--- config.mk ---
export PLATFORM = sky130hd
export DESIGN_NAME = decadj_unit
export DESIGN_NICKNAME = d
export VERILOG_FILES = /design/src/rtl/decadj_pkg.sv /design/src/rtl/decadj_digit_check.sv /design/src/rtl/decadj_digit_mode.sv /design/src/rtl/decadj_packed_mode.sv /design/src/rtl/decadj_unit.sv
export SDC_FILE = /design/constraint.sdc
export NUM_CORES = 1
export LEC_CHECK = 0
export BUFFER_PORTS_ARGS = -buffer_cell sky130_fd_sc_hd__clkbuf_2
export CAP_MARGIN = 25
export CORE_ASPECT_RATIO = 0.6
export CORE_MARGIN = 3
export CORE_UTILIZATION = 49
export DETAILED_ROUTE_END_ITERATION = 8
export PLACE_DENSITY = 0.78
export SETUP_SLACK_MARGIN = 0.05
export SLEW_MARGIN = 30
export SYNTH_ARGS = -nofsm -noshare
export SYNTH_HDL_FRONTEND = slang
export SYNTH_SLANG_ARGS = --single-unit
--- constraint.sdc ---
create_clock -name clk -period 0.9 [get_ports clk]
set_input_delay 0.045 -clock clk [delete_from_list [all_inputs] [get_ports clk]]
set_output_delay 0.045 -clock clk [all_outputs]
set_load 0.05 [all_outputs]
--- src/rtl/decadj_pkg.sv ---
package decadj_pkg;

    localparam int BYTE_W  = 8;
    localparam int NIB_W   = BYTE_W / 2;
    localparam int DEC_MAX = 9;

    typedef logic [BYTE_W-1:0] byte_t;

    typedef enum logic {
        ADJ_DIGIT  = 1'b0,
        ADJ_PACKED = 1'b1
    } adj_mode_e;

    typedef struct packed {
        byte_t acc;
        byte_t hi;
        logic  aux;
        logic  carry;
        logic  done;
    } adj_state_t;

endpackage

--- src/rtl/decadj_digit_check.sv ---
module decadj_digit_check
    import decadj_pkg::*;
#(
    parameter int W = NIB_W
) (
    input  logic [W-1:0] digit_i,
    input  logic         force_i,
    output logic         fix_o
);
    localparam logic [W-1:0] LIMIT = W'(DEC_MAX);

    always_comb begin
        fix_o = (digit_i > LIMIT) | force_i;
    end
endmodule

--- src/rtl/decadj_digit_mode.sv ---
module decadj_digit_mode
    import decadj_pkg::*;
(
    input  byte_t acc_i,
    input  byte_t hi_i,
    input  logic  aux_i,
    output byte_t acc_o,
    output byte_t hi_o,
    output logic  flag_o
);
    localparam byte_t SIX      = BYTE_W'(6);
    localparam byte_t WRAP_MAX = BYTE_W'(2**BYTE_W - 1 - 6);
    localparam byte_t LO_MASK  = BYTE_W'(2**NIB_W - 1);

    logic  fix;
    logic  spill;
    byte_t bump;

    decadj_digit_check #(.W(NIB_W)) u_lo (
        .digit_i (acc_i[NIB_W-1:0]),
        .force_i (aux_i),
        .fix_o   (fix)
    );

    always_comb begin
        spill = (acc_i > WRAP_MAX);
        bump  = spill ? BYTE_W'(2) : BYTE_W'(1);
        if (fix) begin
            acc_o  = (acc_i + SIX) & LO_MASK;
            hi_o   = hi_i + bump;
            flag_o = 1'b1;
        end else begin
            acc_o  = acc_i & LO_MASK;
            hi_o   = hi_i;
            flag_o = 1'b0;
        end
    end
endmodule

--- src/rtl/decadj_packed_mode.sv ---
module decadj_packed_mode
    import decadj_pkg::*;
(
    input  byte_t acc_i,
    input  logic  aux_i,
    input  logic  carry_i,
    output byte_t acc_o,
    output logic  aux_o,
    output logic  carry_o
);
    localparam byte_t LO_STEP = BYTE_W'(6);
    localparam byte_t HI_STEP = BYTE_W'(6 << NIB_W);

    logic lo_fix;
    logic hi_fix;

    decadj_digit_check #(.W(NIB_W)) u_lo (
        .digit_i (acc_i[NIB_W-1:0]),
        .force_i (aux_i),
        .fix_o   (lo_fix)
    );

    decadj_digit_check #(.W(NIB_W)) u_hi (
        .digit_i (acc_i[BYTE_W-1:NIB_W]),
        .force_i (carry_i),
        .fix_o   (hi_fix)
    );

    always_comb begin
        acc_o   = acc_i + (lo_fix ? LO_STEP : '0) + (hi_fix ? HI_STEP : '0);
        aux_o   = lo_fix;
        carry_o = hi_fix;
    end
endmodule

--- src/rtl/decadj_unit.sv ---
module decadj_unit
    import decadj_pkg::*;
(
    input  logic       clk,
    input  logic       rst_n,
    input  logic       start_i,
    input  logic       mode_i,
    input  logic [7:0] acc_i,
    input  logic [7:0] hi_i,
    input  logic       aux_i,
    input  logic       carry_i,
    output logic [7:0] acc_o,
    output logic [7:0] hi_o,
    output logic       aux_o,
    output logic       carry_o,
    output logic       done_o
);
    adj_state_t st_d, st_q;

    byte_t dg_acc, dg_hi;
    logic  dg_flag;
    byte_t pk_acc;
    logic  pk_aux, pk_carry;

    decadj_digit_mode u_digit (
        .acc_i  (acc_i),
        .hi_i   (hi_i),
        .aux_i  (aux_i),
        .acc_o  (dg_acc),
        .hi_o   (dg_hi),
        .flag_o (dg_flag)
    );

    decadj_packed_mode u_packed (
        .acc_i   (acc_i),
        .aux_i   (aux_i),
        .carry_i (carry_i),
        .acc_o   (pk_acc),
        .aux_o   (pk_aux),
        .carry_o (pk_carry)
    );

    always_comb begin
        st_d      = st_q;
        st_d.done = 1'b0;
        if (start_i) begin
            st_d.done = 1'b1;
            if (adj_mode_e'(mode_i) == ADJ_PACKED) begin
                st_d.acc   = pk_acc;
                st_d.hi    = hi_i;
                st_d.aux   = pk_aux;
                st_d.carry = pk_carry;
            end else begin
                st_d.acc   = dg_acc;
                st_d.hi    = dg_hi;
                st_d.aux   = dg_flag;
                st_d.carry = dg_flag;
            end
        end
    end

    always_ff @(posedge clk or negedge rst_n) begin
        if (!rst_n) begin
            st_q <= '0;
        end else begin
            st_q <= st_d;
        end
    end

    assign acc_o   = st_q.acc;
    assign hi_o    = st_q.hi;
    assign aux_o   = st_q.aux;
    assign carry_o = st_q.carry;
    assign done_o  = st_q.done;
endmodule

==> impl_results.md, run 1 <==
- Post-synth top area share: approximately two fifths
- Placer congestion estimate: approximately 0.85
- CTS max path bufs: 2
- Dominant synthesized flop cell: dfrtp_1
- Cell Area, Synth: ~0.0012 mm²
- # H-tree levels: 1
- Ports: between 40 and 50
- Die height: 44.4 µm
- Sink Count: 19
- Number of synthesis warnings: 0
- Synth Area in Simple Gates: between 10% and 20%
- Clk root buf: clkbuf_8
- Post-synthesis adder-cell area fraction: between 10% and 20%
- FP Rows: 13
- Compound-gate portion of the synthesized area: 23.5%
- Async SR Flop Fraction: 100%
- Worst Endpoint after GRT Repair: hi_o[6]$_DFFE_PN0P_/D
- Sequential area share after synthesis: between 30% and 40%
- Synth Area in XOR/XNOR: under 10%
- #FFs+latches synth: 19
- CTS Buf Count: 3
- Die extent in x: about 70 µm
- Err: [ERROR DPL-0038] Utilization greater than 100%, impossible to legalize
- Number of synthesized flops with an enable pin: 0
- Status: stopped before the end
- Synthesized instance count: 126
- DP Area: about 0.0017 mm²
- I/O Buffers: 40
- Initial Utilization: a little over half
- Top post-synthesis cells by area: dfrtp_1 40%, ha_1 7.3%, a21oi_1 4.2%
- Halt Stage: global routing
- Worst endpoint type: register input
- DP Worst Slack: -924 ps
- Dominant cell type by area after synthesis: dfrtp_1
- Largest family of logic cells by synthesized area: compound AO/OA/AOI/OAI gates
- Syn Area/Cell: between 9 and 10 µm²
- Post-synthesis mux area share: roughly 2.7%
- Largest net degree at the start of global routing: 20
- HPWL Detailed: just under 3000 µm
- Post-synthesis net count: around 160
- Distinct cells, synth: 40
cell usage after synthesis (2+ instances only):
cell type / n
dfrtp_1: 19
nor2_1: 12
a21oi_1: 10
nand2_1: 10
inv_1: 9
ha_1: 7
o21ai_0: 6
o2bb2ai_1: 5
a31oi_1: 4
xor2_1: 4
clkbuf_1: 3
nand2b_1: 3
a21o_1: 2
fa_1: 2
mux2_2: 2
o2111ai_1: 2
or3_1: 2
xnor2_1: 2
per-stage QoR:
step                      utilization [%]  TNS [ps]  std cells  hold WS (ps)
after floorplan                         -     -7640        126          -251
after global placement               77.0    -10450        223          11.1
after detailed placement             77.0    -11510        223          30.1
after CTS                            96.7     -6710        237          19.2
kinds of logic after synthesis:
| family | Yosys count |
|---|---|
| mux | 3 |
| flops | 19 |
| buf+inv | 16 |
| fa+ha+maj | 9 |
| compound gates | 38 |
| xor+xnor | 6 |
| simple gates | 35 |
what timing repair did:
item	in CTS
setup buffers	9
hold endpoints to repair	19
pin swaps	25
setup endpoints to repair	35
hold buffers	1
gates resized for setup	68
==> run 2: changes to the inputs <==
--- a/config.mk
+++ b/config.mk
@@ -7,12 +7,10 @@
 export LEC_CHECK = 0
 export BUFFER_PORTS_ARGS = -buffer_cell sky130_fd_sc_hd__clkbuf_2
 export CAP_MARGIN = 25
-export CORE_ASPECT_RATIO = 0.6
-export CORE_MARGIN = 3
-export CORE_UTILIZATION = 49
+export CORE_AREA = 3 3 64 66
 export DETAILED_ROUTE_END_ITERATION = 8
-export PLACE_DENSITY = 0.78
-export SETUP_SLACK_MARGIN = 0.05
+export DIE_AREA = 0 0 67 69
+export PLACE_DENSITY_LB_ADDON = 0.15
 export SLEW_MARGIN = 30
 export SYNTH_ARGS = -nofsm -noshare
 export SYNTH_HDL_FRONTEND = slang
==> run 2 against run 1 <==
Compared with the run above:
- the flow now finishes, with violations (negative setup slack)
- area after synthesis stayed put
- synthesized cell count did not move
==> impl_results.md, run 2 <==
- Status: finished, violations left
- Failing checks: negative setup slack
- Syn Area/Cell: ~9.6 µm²
- Initial Utilization: roughly 33%
- WP data arrival: around 1700 ps
- CTS Buf Count: 3
- Startpoint Class: input pin
- Post-synth top area share: between 30% and 40%
- LEAKAGE: roughly 1.1 nW
- Remaining Overflow, GRT: 0
- FP Rows: 22
- Ports: 41
- First-pass GRT wire length: roughly 6300 µm
- Tcrit/Tclk final: 166%
- Nets: approximately 250
- Post-DRT Antenna Nets: 0
- Final wirelength: ~3900 µm
- Unrepaired setup endpoints after global routing: true
- Setup crit end kind: flip-flop
- Initial antenna violation count: 0
- Final Hold Fails: 0
- Worst slew margin: between 60 and 70%
- HP Class: input pin to flip-flop
- Count leader, synth: dfrtp_1
- HPWL Detailed: roughly 2800 µm
- #FFs+latches synth: 19
- Area Overhead vs Synth: 95.9%
- Design area: between 0.002 and 0.0025 mm²
- Sequential area share after synthesis: between 30% and 40%
- Antenna diode count: 0
- Reg-to-reg slack, setup: 80 ps
- Initial detailed-routing violation count: slightly below 70
- DP Area: 0.00176 mm²
- Clk root buf: clkbuf_8
- I/O Buffers: 40
- Final Critical Period: ~1500 ps
- GRT busiest layer: met2
- CTS max path bufs: 2
- Drt first pass iters: 4
- Cell Area, Synth: about 0.0012 mm²
- Required time at the worst-slack endpoint: 1090 ps
- Via density: between 4 and 5
- Fillers: just over 300
- Most frequent cells in the layout: 46 x buf_4, 18 x dfrtp_1, 17 x clkbuf_2
- Total power: approximately 3.1 mW
- Die height: just under 70 µm
- Crit path kind: input pin to flip-flop
- Sink Count: 19
- Number of synthesis warnings: 0
- Core Footprint: about 0.0036 mm²
- Setup violations, final: 16
- Skew-Pair Late Insertion Delay: 260 ps
- Distinct cells, synth: 40
- Start of the worst register-to-register path: hi_o[7]
- Slew Limit Fails: 0
- Power per cell area: about 1300 mW/mm²
- Setup TNS: -6210 ps
- Dominant synthesized flop cell: dfrtp_1
- R2r worst-path depth: 3
- Most common cell after layout, fill and taps aside: buf_4
- PnR worst setup slack: -594 ps
- Final core occ: between 60 and 70%
- Worst Path Max Fanout: 3
- Synth cell count leaders: 19 x dfrtp_1, 12 x nor2_1, 10 x a21oi_1, 10 x nand2_1, 9 x inv_1
- Hold WS: between 20 and 25 ps
- Placer congestion estimate: between 0.8 and 0.9
- Total track usage: 17.5%
- Max Cap Viol: 0
- DIE AREA: about 0.0046 mm²
- Post-synthesis net count: 157
- Vias in the first global route: 1,401
- Drt drc: 0
- # H-tree levels: 1
- GRT met3 Usage: 3.75%
- Max Clk Rate: 0.669 GHz
- CTS tree: done
- Top post-synthesis cells by area: dfrtp_1 40%, ha_1 7.3%, a21oi_1 4.2%
- Via count: roughly 1.3k
- Clock skew: 0 ps
- Drt wl/cell: about 15 µm
- Reg2reg end: hi_o[7]
- Largest net degree at the start of global routing: 20
- Worst vdd ir: about 1100 µV
- Async SR Flop Fraction: 100%
- Synthesized instance count: 126
- Dominant cell type by area after synthesis: dfrtp_1
- Layout cells sized above 1: 63.9%
- Met2 GRT Util: between 30 and 40%
- Launch point of the worst path: acc_i[1]
- Die extent in x: roughly 67 µm
- Worst-path clk slew: around 70 ps
- CP endpoint: hi_o[6]
- Worst-margin pin slew: roughly 480 ps
- Number of synthesized flops with an enable pin: 0
- M1 GR Usage: between 20% and 30%
[run 2: cell counts after synthesis]
No cell type changed its count.
[run 2: cell families (layout without fill, tap and decap cells)]
| group | count (synthesis) | count (layout) | share of synthesized area, % |
|---|---|---|---|
| adders and majority gates | 9 | 9 | 10.6 |
| AOI/OAI and AO/OA | 38 | 38 | 23.5 |
| buffers and inverters | 16 | 106 | 5.40 |
| DFF | 19 | 19 | 39.5 |
| muxes | 3 | 3 | 2.70 |
| and+or+nand+nor | 35 | 35 | 13.9 |
| xor gates and xnor gates | 6 | 6 | 4.37 |
[run 2: final cells by class]
| type | count | area, µm² | share of cell area (%) |
|---|---|---|---|
| flip-flops and latches | 19 | 477 | 20.2 |
| well taps | 48 | 60.1 | 2.55 |
| clock buffers | 4 | 45.0 | 1.91 |
| inverters | 10 | 46.3 | 1.96 |
| multi-input cells | 91 | 870 | 36.9 |
| repair buffers | 92 | 861 | 36.5 |
[run 2: stage by stage]
stage / instances / setup WS (ps)
global placement: 243 / -875
CTS: 254 / -574
floorplan: 126 / -864
finish: 264 / -594
detailed placement: 243 / -951
global route: 264 / -706
[run 2: worst min-delay path by stage]
| stage | start | end | slack [ps] | cells after the start |
|---|---|---|---|---|
| 2_1_floorplan | rst_n | acc_o[0] | -250 | 0 |
| 3_3_place_gp | rst_n | acc_o[1] | 30 | 1 |
| 5_1_grt | acc_i[0] | acc_o[0] | 20 | 2 |
| 4_1_cts | acc_i[0] | acc_o[0] | 8 | 2 |
| 3_5_place_dp | rst_n | done_o | 40 | 1 |
| 6_report | acc_i[0] | acc_o[0] | 20 | 2 |
[run 2: power breakdown]
| part | leakage [nW] | internal [mW] | switching (mW) |
|---|---|---|---|
| Sequential | 0.221 | 0.950 | 0.0868 |
| Combinational | 0.833 | 0.715 | 0.766 |
| Clock | 0.0228 | 0.315 | 0.300 |
[run 2: critical path, cell delays in order]
cell and delay [ps]:
clkbuf_16 110, inv_4 30, a21oi_2 120, nand4_1 140, buf_4 190, fa_2 350, nand3b_1 170, or3_4 380
a31oi_4 130
[run 2: per-layer routing]
layer / share of wire (%) / vias to the layer above
met5: 0 / -
met2: 54 / 31
met1: 40 / 638
met4: 1.7 / 0
met3: 3.9 / 6
li1: - / 633
[run 2: what timing repair did]
action | in CTS | in global routing
setup endpoints to repair | 33 | 31
hold buffers | 1 | 0
resized for setup | 64 | 34
buffers inserted | 7 | 11
endpoints found under the hold margin | 19 | 0
pin swaps | 26 | 12
Note: power is estimated with default switching activity, not from simulation.
